`src/rtl/mxp_pkg.sv`:
```
// Package: shared widths, macro codes, field codes and encoding helpers
// for the macro expansion sequencer. Assumes a 32-bit word with 5-bit
// register specifiers and 6-bit opcode/function fields.
package mxp_pkg;

    localparam int WORD_W  = 32;
    localparam int REG_W   = 5;
    localparam int OPC_W   = 6;
    localparam int FN_W    = 6;
    localparam int SH_W    = 5;
    localparam int HALF_W  = WORD_W / 2;
    localparam int MAC_W   = 3;
    localparam int MAX_LEN = 3;
    localparam int LEN_W   = $clog2(MAX_LEN + 1);
    localparam int IDX_W   = $clog2(MAX_LEN);

    typedef logic [WORD_W-1:0] word_t;
    typedef logic [REG_W-1:0]  reg_t;
    typedef logic [HALF_W-1:0] half_t;
    typedef logic [SH_W-1:0]   sh_t;

    typedef enum logic [MAC_W-1:0] {
        MAC_NOP   = 3'd0,
        MAC_MOVE  = 3'd1,
        MAC_LDI   = 3'd2,
        MAC_ROTR  = 3'd3,
        MAC_ADDUI = 3'd4
    } mac_op_t;

    localparam logic [OPC_W-1:0] OPC_SPECIAL = 6'd0;
    localparam logic [OPC_W-1:0] OPC_ADDI    = 6'd8;
    localparam logic [OPC_W-1:0] OPC_ADDIU   = 6'd9;
    localparam logic [OPC_W-1:0] OPC_ORI     = 6'd13;
    localparam logic [OPC_W-1:0] OPC_LUI     = 6'd15;

    localparam logic [FN_W-1:0] FN_SLL  = 6'd0;
    localparam logic [FN_W-1:0] FN_SRL  = 6'd2;
    localparam logic [FN_W-1:0] FN_ADD  = 6'd32;
    localparam logic [FN_W-1:0] FN_ADDU = 6'd33;
    localparam logic [FN_W-1:0] FN_OR   = 6'd37;

    localparam reg_t REG_ZERO    = 5'd0;
    localparam reg_t REG_SCRATCH = 5'd1;

    // Captured macro request.
    typedef struct packed {
        logic [MAC_W-1:0] op;
        reg_t             dst;
        reg_t             src;
        word_t            imm;
    } mac_req_t;

    // Register-to-register word layout.
    function automatic word_t enc_r(reg_t rs, reg_t rt, reg_t rd, sh_t sh,
                                    logic [FN_W-1:0] fn);
        return {OPC_SPECIAL, rs, rt, rd, sh, fn};
    endfunction

    // Immediate word layout.
    function automatic word_t enc_i(logic [OPC_W-1:0] opc, reg_t rs, reg_t rt,
                                    half_t imm);
        return {opc, rs, rt, imm};
    endfunction

    // True when the value survives sign extension from its low half.
    function automatic logic fits_half(word_t v);
        return v == {{HALF_W{v[HALF_W-1]}}, v[HALF_W-1:0]};
    endfunction

endpackage

```
`src/rtl/mxp_req_hold.sv`:
```
// Request holding register: captures the macro request on load and keeps
// it for the whole expansion. Assumes load is only raised when idle.
module mxp_req_hold
    import mxp_pkg::*;
(
    input  logic     clk,
    input  logic     rst_n,
    input  logic     load,
    input  mac_req_t req_in,
    output mac_req_t req_q
);

    // Capture the request at acceptance; clear on reset.
    always_ff @(posedge clk) begin
        if (!rst_n) begin
            req_q <= '0;
        end else if (load) begin
            req_q <= req_in;
        end
    end

endmodule

```
`src/rtl/mxp_planner.sv`:
```
// Expansion planner: from a held request, computes the sequence length and
// every encoded word of the expansion. Purely combinational. Assumes the
// scratch register is reserved and never named by the caller.
module mxp_planner
    import mxp_pkg::*;
#(
    parameter reg_t SCRATCH = REG_SCRATCH
) (
    input  mac_req_t                        req,
    output logic [LEN_W-1:0]                len,
    output logic [MAX_LEN-1:0][WORD_W-1:0]  words
);

    half_t hi_half;
    half_t lo_half;
    sh_t   rot_amt;
    sh_t   rot_back;
    logic  short_form;

    assign hi_half    = req.imm[WORD_W-1:HALF_W];
    assign lo_half    = req.imm[HALF_W-1:0];
    assign rot_amt    = req.imm[SH_W-1:0];
    assign rot_back   = sh_t'(0) - rot_amt;
    assign short_form = fits_half(req.imm);

    // Select length and words for the held macro code.
    always_comb begin
        len   = LEN_W'(1);
        words = '0;
        case (req.op)
            MAC_MOVE: begin
                words[0] = enc_r(REG_ZERO, req.src, req.dst, '0, FN_ADD);
            end
            MAC_LDI: begin
                if (short_form) begin
                    words[0] = enc_i(OPC_ADDI, REG_ZERO, req.dst, lo_half);
                end else begin
                    len      = LEN_W'(2);
                    words[0] = enc_i(OPC_LUI, REG_ZERO, req.dst, hi_half);
                    words[1] = enc_i(OPC_ORI, req.dst, req.dst, lo_half);
                end
            end
            MAC_ROTR: begin
                if (rot_amt != '0) begin
                    len      = LEN_W'(3);
                    words[0] = enc_r(REG_ZERO, req.dst, SCRATCH, rot_amt, FN_SRL);
                    words[1] = enc_r(REG_ZERO, req.dst, req.dst, rot_back, FN_SLL);
                    words[2] = enc_r(req.dst, SCRATCH, req.dst, '0, FN_OR);
                end
            end
            MAC_ADDUI: begin
                if (short_form) begin
                    words[0] = enc_i(OPC_ADDIU, req.src, req.dst, lo_half);
                end else begin
                    len      = LEN_W'(3);
                    words[0] = enc_i(OPC_LUI, REG_ZERO, SCRATCH, hi_half);
                    words[1] = enc_i(OPC_ORI, SCRATCH, SCRATCH, lo_half);
                    words[2] = enc_r(req.src, SCRATCH, req.dst, '0, FN_ADDU);
                end
            end
            default: begin
                words[0] = '0;
            end
        endcase
    end

endmodule

```
`src/rtl/mxp_stepper.sv`:
```
// Sequence stepper: idle/busy control and word index. Accepts a macro only
// when idle, advances on each taken word and returns to idle after the last.
// Assumes len is between 1 and MAX_LEN while busy.
module mxp_stepper
    import mxp_pkg::*;
(
    input  logic             clk,
    input  logic             rst_n,
    input  logic             in_valid,
    input  logic             out_ready,
    input  logic [LEN_W-1:0] len,
    output logic             load,
    output logic             busy,
    output logic             last,
    output logic [IDX_W-1:0] idx
);

    assign load = in_valid && !busy;
    assign last = busy && (LEN_W'(idx) == (len - LEN_W'(1)));

    // Track busy state and the index of the word on the output.
    always_ff @(posedge clk) begin
        if (!rst_n) begin
            busy <= 1'b0;
            idx  <= '0;
        end else if (load) begin
            busy <= 1'b1;
            idx  <= '0;
        end else if (busy && out_ready) begin
            if (last) begin
                busy <= 1'b0;
                idx  <= '0;
            end else begin
                idx  <= idx + IDX_W'(1);
            end
        end
    end

endmodule

```
`src/rtl/macro_expander.sv`:
```
// Top: macro-instruction expansion sequencer. Accepts one macro per
// handshake and streams its machine words one per cycle, with a last flag.
// Assumes consumers honour valid/ready; words are stable while stalled.
module macro_expander
    import mxp_pkg::*;
#(
    parameter reg_t SCRATCH = REG_SCRATCH
) (
    input  logic              clk,
    input  logic              rst_n,
    input  logic              in_valid,
    output logic              in_ready,
    input  logic [MAC_W-1:0]  in_op,
    input  logic [REG_W-1:0]  in_dst,
    input  logic [REG_W-1:0]  in_src,
    input  logic [WORD_W-1:0] in_imm,
    output logic              out_valid,
    input  logic              out_ready,
    output logic [WORD_W-1:0] out_data,
    output logic              out_last
);

    mac_req_t                       req_in;
    mac_req_t                       req_q;
    logic                           load;
    logic                           busy;
    logic                           last;
    logic [IDX_W-1:0]               idx;
    logic [LEN_W-1:0]               len;
    logic [MAX_LEN-1:0][WORD_W-1:0] words;

    assign req_in = '{op: in_op, dst: in_dst, src: in_src, imm: in_imm};

    mxp_req_hold u_hold (
        .clk    (clk),
        .rst_n  (rst_n),
        .load   (load),
        .req_in (req_in),
        .req_q  (req_q)
    );

    mxp_planner #(.SCRATCH(SCRATCH)) u_plan (
        .req   (req_q),
        .len   (len),
        .words (words)
    );

    mxp_stepper u_step (
        .clk       (clk),
        .rst_n     (rst_n),
        .in_valid  (in_valid),
        .out_ready (out_ready),
        .len       (len),
        .load      (load),
        .busy      (busy),
        .last      (last),
        .idx       (idx)
    );

    assign in_ready  = !busy;
    assign out_valid = busy;
    assign out_data  = words[idx];
    assign out_last  = last;

endmodule

```
`config.mk`:
```
export PLATFORM = sky130hd
export DESIGN_NAME = macro_expander
export DESIGN_NICKNAME = d
export VERILOG_FILES = /design/src/rtl/mxp_pkg.sv /design/src/rtl/mxp_req_hold.sv /design/src/rtl/mxp_planner.sv /design/src/rtl/mxp_stepper.sv /design/src/rtl/macro_expander.sv
export SDC_FILE = /design/constraint.sdc
export NUM_CORES = 1
export LEC_CHECK = 0
export ABC_CLOCK_PERIOD_IN_PS = 3350
export BUFFER_PORTS_ARGS = -buffer_cell sky130_fd_sc_hd__buf_2
export CORE_ASPECT_RATIO = 2
export CORE_MARGIN = 4
export CORE_UTILIZATION = 50
export CTS_CLUSTER_DIAMETER = 200
export DETAILED_ROUTE_END_ITERATION = 16
export PLACE_DENSITY = 0.77
export RECOVER_POWER = 50
export SYNTH_ARGS = -nofsm -noshare
export SYNTH_HDL_FRONTEND = slang
export SYNTH_HIERARCHICAL = 1
export SYNTH_SLANG_ARGS = --single-unit
export TNS_END_PERCENT = 50
```
`constraint.sdc`:
```
create_clock -name clk -period 3.35 [get_ports clk]
set_clock_uncertainty 0.15 [all_clocks]
set_input_delay 0.67 -clock clk [delete_from_list [all_inputs] [get_ports clk]]
set_output_delay 0.67 -clock clk [all_outputs]
set_load 0.005 [all_outputs]
```
==> results.ini <==
[timing]
slew_headroom_pct=-1.73
setup_tns_ps=-40.2
rsz0062_at_grt=yes
finalWorstSetupSlack_ps=-40.2
finalCritPeriodShare_pct=101
tightest_slew_ps=1530
hold_violations=0
fmaxAchievable_mhz=295
fin_crit_ps=3390
finalMaxSlewViolations=48
setup_viol=1

[pwr]
p_per_area_mw_per_mm2=359
p_leak_nw=1.97
switching_share_pct=28.3
finalPower_mw=1.61
power.switching_mw=0.455
vdd_drop_max_v=0.000440
pwr-share-seq_pct=40.7
pwr-share-comb_pct=24.1
pwr-share-clk_pct=35.2
internal_power_mw=1.15

[place]
placed_cell_area_mm2=0.00421
io_buffers=81
gp_congestion=0.849
hpwl_um=7480
place_inst=577
dp_slack_ps=78.7

[global_route]
grt_overflow=0
grt_pass1_wl_um=16000
grt_max_degree=48
grtUsageTotal_pct=21.3
antenna_found_initial=0
grt_pass1_vias=3308

[detailed_routing]
antenna_left=0
wire_per_inst_um=16.8
dr.pass1.iters=4
route.detailed.drc=0
vias_per_cell=5.42
routed_wl_um=9910
vias=3202
dr.first_iter.drc_count=171

[synthesis]
synthMuxAreaShare_pct=23.5
syn_area_mm2=0.00391
synth-edff-count=0
syn_avg_cell_area_um2=9.31
synth_seq_cells=48
synthCells=420
yosysSeqAreaShare_pct=24.6
synth-compound-area-share_pct=17.1
ys_types=43
synth_ff_type=dfxtp_1
synth-async-reset-ratio_pct=0
synth-adder-area-share_pct=0.640
synth_top_family_by_area=multiplexers
synthSimpleGateAreaFrac_pct=20.2
ys_warn_count=6
synth_xor_area_share_pct=0.896

[setup_path]
cp_data_arrival_time_ps=2570
end_kind=output port
startpoint_type=flop
r2r-start=u_hold/req_q[26]
setup.worst_path.start=u_hold/req_q[26]
cp_max_fo=2
worstSetupPathType=reg -> out
r2r_slack_ps=880
crit_required_ps=2530

[floorplanning]
die_h_um=133
die_area_mm2=0.00939
start_util_pct=51.5
num_rows=45
die_width_um=70.5
core_area_mm2=0.00760
top_level_ports=84

[cells_and_area]
final_area_mm2=0.00448
syn2layout_area_growth_pct=14.5
diodes=0
drive_above_1_share_pct=29.4
stdcell_count=591
final_nets=547
fillerInstances=693

[clock_network]
root_buffer=clkbuf_16
insertion_delay_ps=290
htreeDepth=2
cts_tree=done
cts.sinks=48
hold_buffers=0
path_clk_slew_ps=60
cts_buffers=5
clockBufferDepth=2

[run_status]
status=complete, but fails checks
failed_checks=capacitance limit, slew limit, setup timing

[worst_hold_path]
worstHoldStart=u_hold/req_q[10]
hp-class=reg -> reg

[run]
drv_cap=1

==> layer usage <==
metal	wire length, um	up-vias	track usage, %
met5	0	-	0
met4	292	0	9.52
met3	321	19	3.04
met2	5530	75	40.8
met1	3760	1503	22.1
li1	-	1605	-
==> registers in the layout, summed over array words and instances, names as in the netlist <==
signal	count
u_hold/req_q	45
u_step/idx	2
u_step/busy	1
==> cell usage after synthesis (3+ instances only) <==
| library cell | count | area (um2) |
|---|---|---|
| o21ai_0 | 8 | 40.0 |
| a21oi_1 | 3 | 15.0 |
| and3_1 | 10 | 62.6 |
| a22o_1 | 19 | 166 |
| nor3_1 | 6 | 30.0 |
| clkbuf_1 | 12 | 45.0 |
| nor2_1 | 9 | 33.8 |
| o2bb2ai_1 | 22 | 193 |
| and2_1 | 8 | 50.1 |
| buf_12 | 4 | 80.1 |
| mux2i_1 | 92 | 921 |
| nand3_1 | 4 | 20.0 |
| o2bb2ai_2 | 10 | 150 |
| inv_1 | 9 | 33.8 |
| nor2b_1 | 54 | 338 |
| buf_4 | 29 | 218 |
| o21ai_1 | 5 | 25.0 |
| nand2_1 | 18 | 67.6 |
| xnor2_1 | 4 | 35.0 |
| buf_6 | 11 | 124 |
| nand2b_1 | 6 | 37.5 |
| dfxtp_1 | 48 | 961 |
==> what timing repair did <==
item,CTS,global route
buffers inserted,3,3
endpoints found under the setup margin,22,21
resized for setup,10,5
pin swaps,6,5
==> final cells by class <==
cell class	count	area, um2	area share, %
multi-input combinational	327	2580	57.7
sequential	48	966	21.6
timing repair buffer	105	613	13.7
clock buffer	6	129	2.88
tap	94	118	2.63
clock inverter	2	35.0	0.782
inverter	9	33.8	0.754
==> cell usage in the layout, fill, tap and decap left out, drive strengths merged <==
| master | instances |
|---|---|
| a311o | 1 |
| nand3 | 4 |
| ha | 2 |
| nor4 | 2 |
| o21ai | 13 |
| a21boi | 1 |
| or2b | 1 |
| a21o | 1 |
| or4 | 2 |
| a21oi | 4 |
| nor3 | 6 |
| nor2b | 55 |
| inv | 9 |
| dfxtp | 48 |
| or3 | 2 |
| clkbuf | 7 |
| and3 | 10 |
| or2 | 1 |
| nor3b | 1 |
| bufinv | 1 |
| o2bb2ai | 32 |
| nor2 | 10 |
| a22o | 19 |
| conb | 23 |
| and2 | 10 |
| xnor2 | 4 |
| o21bai | 1 |
| buf | 104 |
| nand2b | 6 |
| a31oi | 1 |
| clkinv | 1 |
| nand4 | 2 |
| o22ai | 1 |
| mux2i | 92 |
| nand2 | 18 |
| a311oi | 2 |
==> power by group through the flow <==
stage               sequential, mW  clock, mW  combinational, mW
CTS                          0.653      0.577              0.383
global route                 0.659      0.602              0.422
detailed placement           0.666          0              0.367
floorplan                    0.651          0              0.296
finish                       0.654      0.566              0.387
global placement             0.664          0              0.360
==> path summary, 6_finish.rpt <==
check                     endpoint  depth (start not counted)
setup / recovery          out_last                          9
hold / removal    u_hold/req_q[10]                          2
setup reg to reg       u_step/busy                          9
hold reg to reg   u_hold/req_q[10]                          2
==> worst max-delay path: stages, from the launching register on <==
cell and delay (ps):
dfxtp_2 320, or4_4 540, nor4_4 180, o22ai_2 120
and2_4 160, or2_4 240, xnor2_2 210, mux2i_1 270
and2_1 150, buf_2 100
==> kinds of logic (layout without fill, tap and decap cells) <==
kind of cell	count (synthesis)	count (layout)
simple gates	130	130
mux	92	92
compound gates	76	76
buf+inv	67	122
flops	48	48
xor+xnor	4	4
fa+ha+maj	2	2
other cells	1	23
==> per-stage QoR <==
step           util (%)  hold slack (ps)
2_1_floorplan         -              346
3_3_place_gp       55.4              376
3_5_place_dp       55.4              389
4_1_cts            58.4              398
5_1_grt            58.9              438
6_report           58.9              399
(Power assumes the default switching activity.)
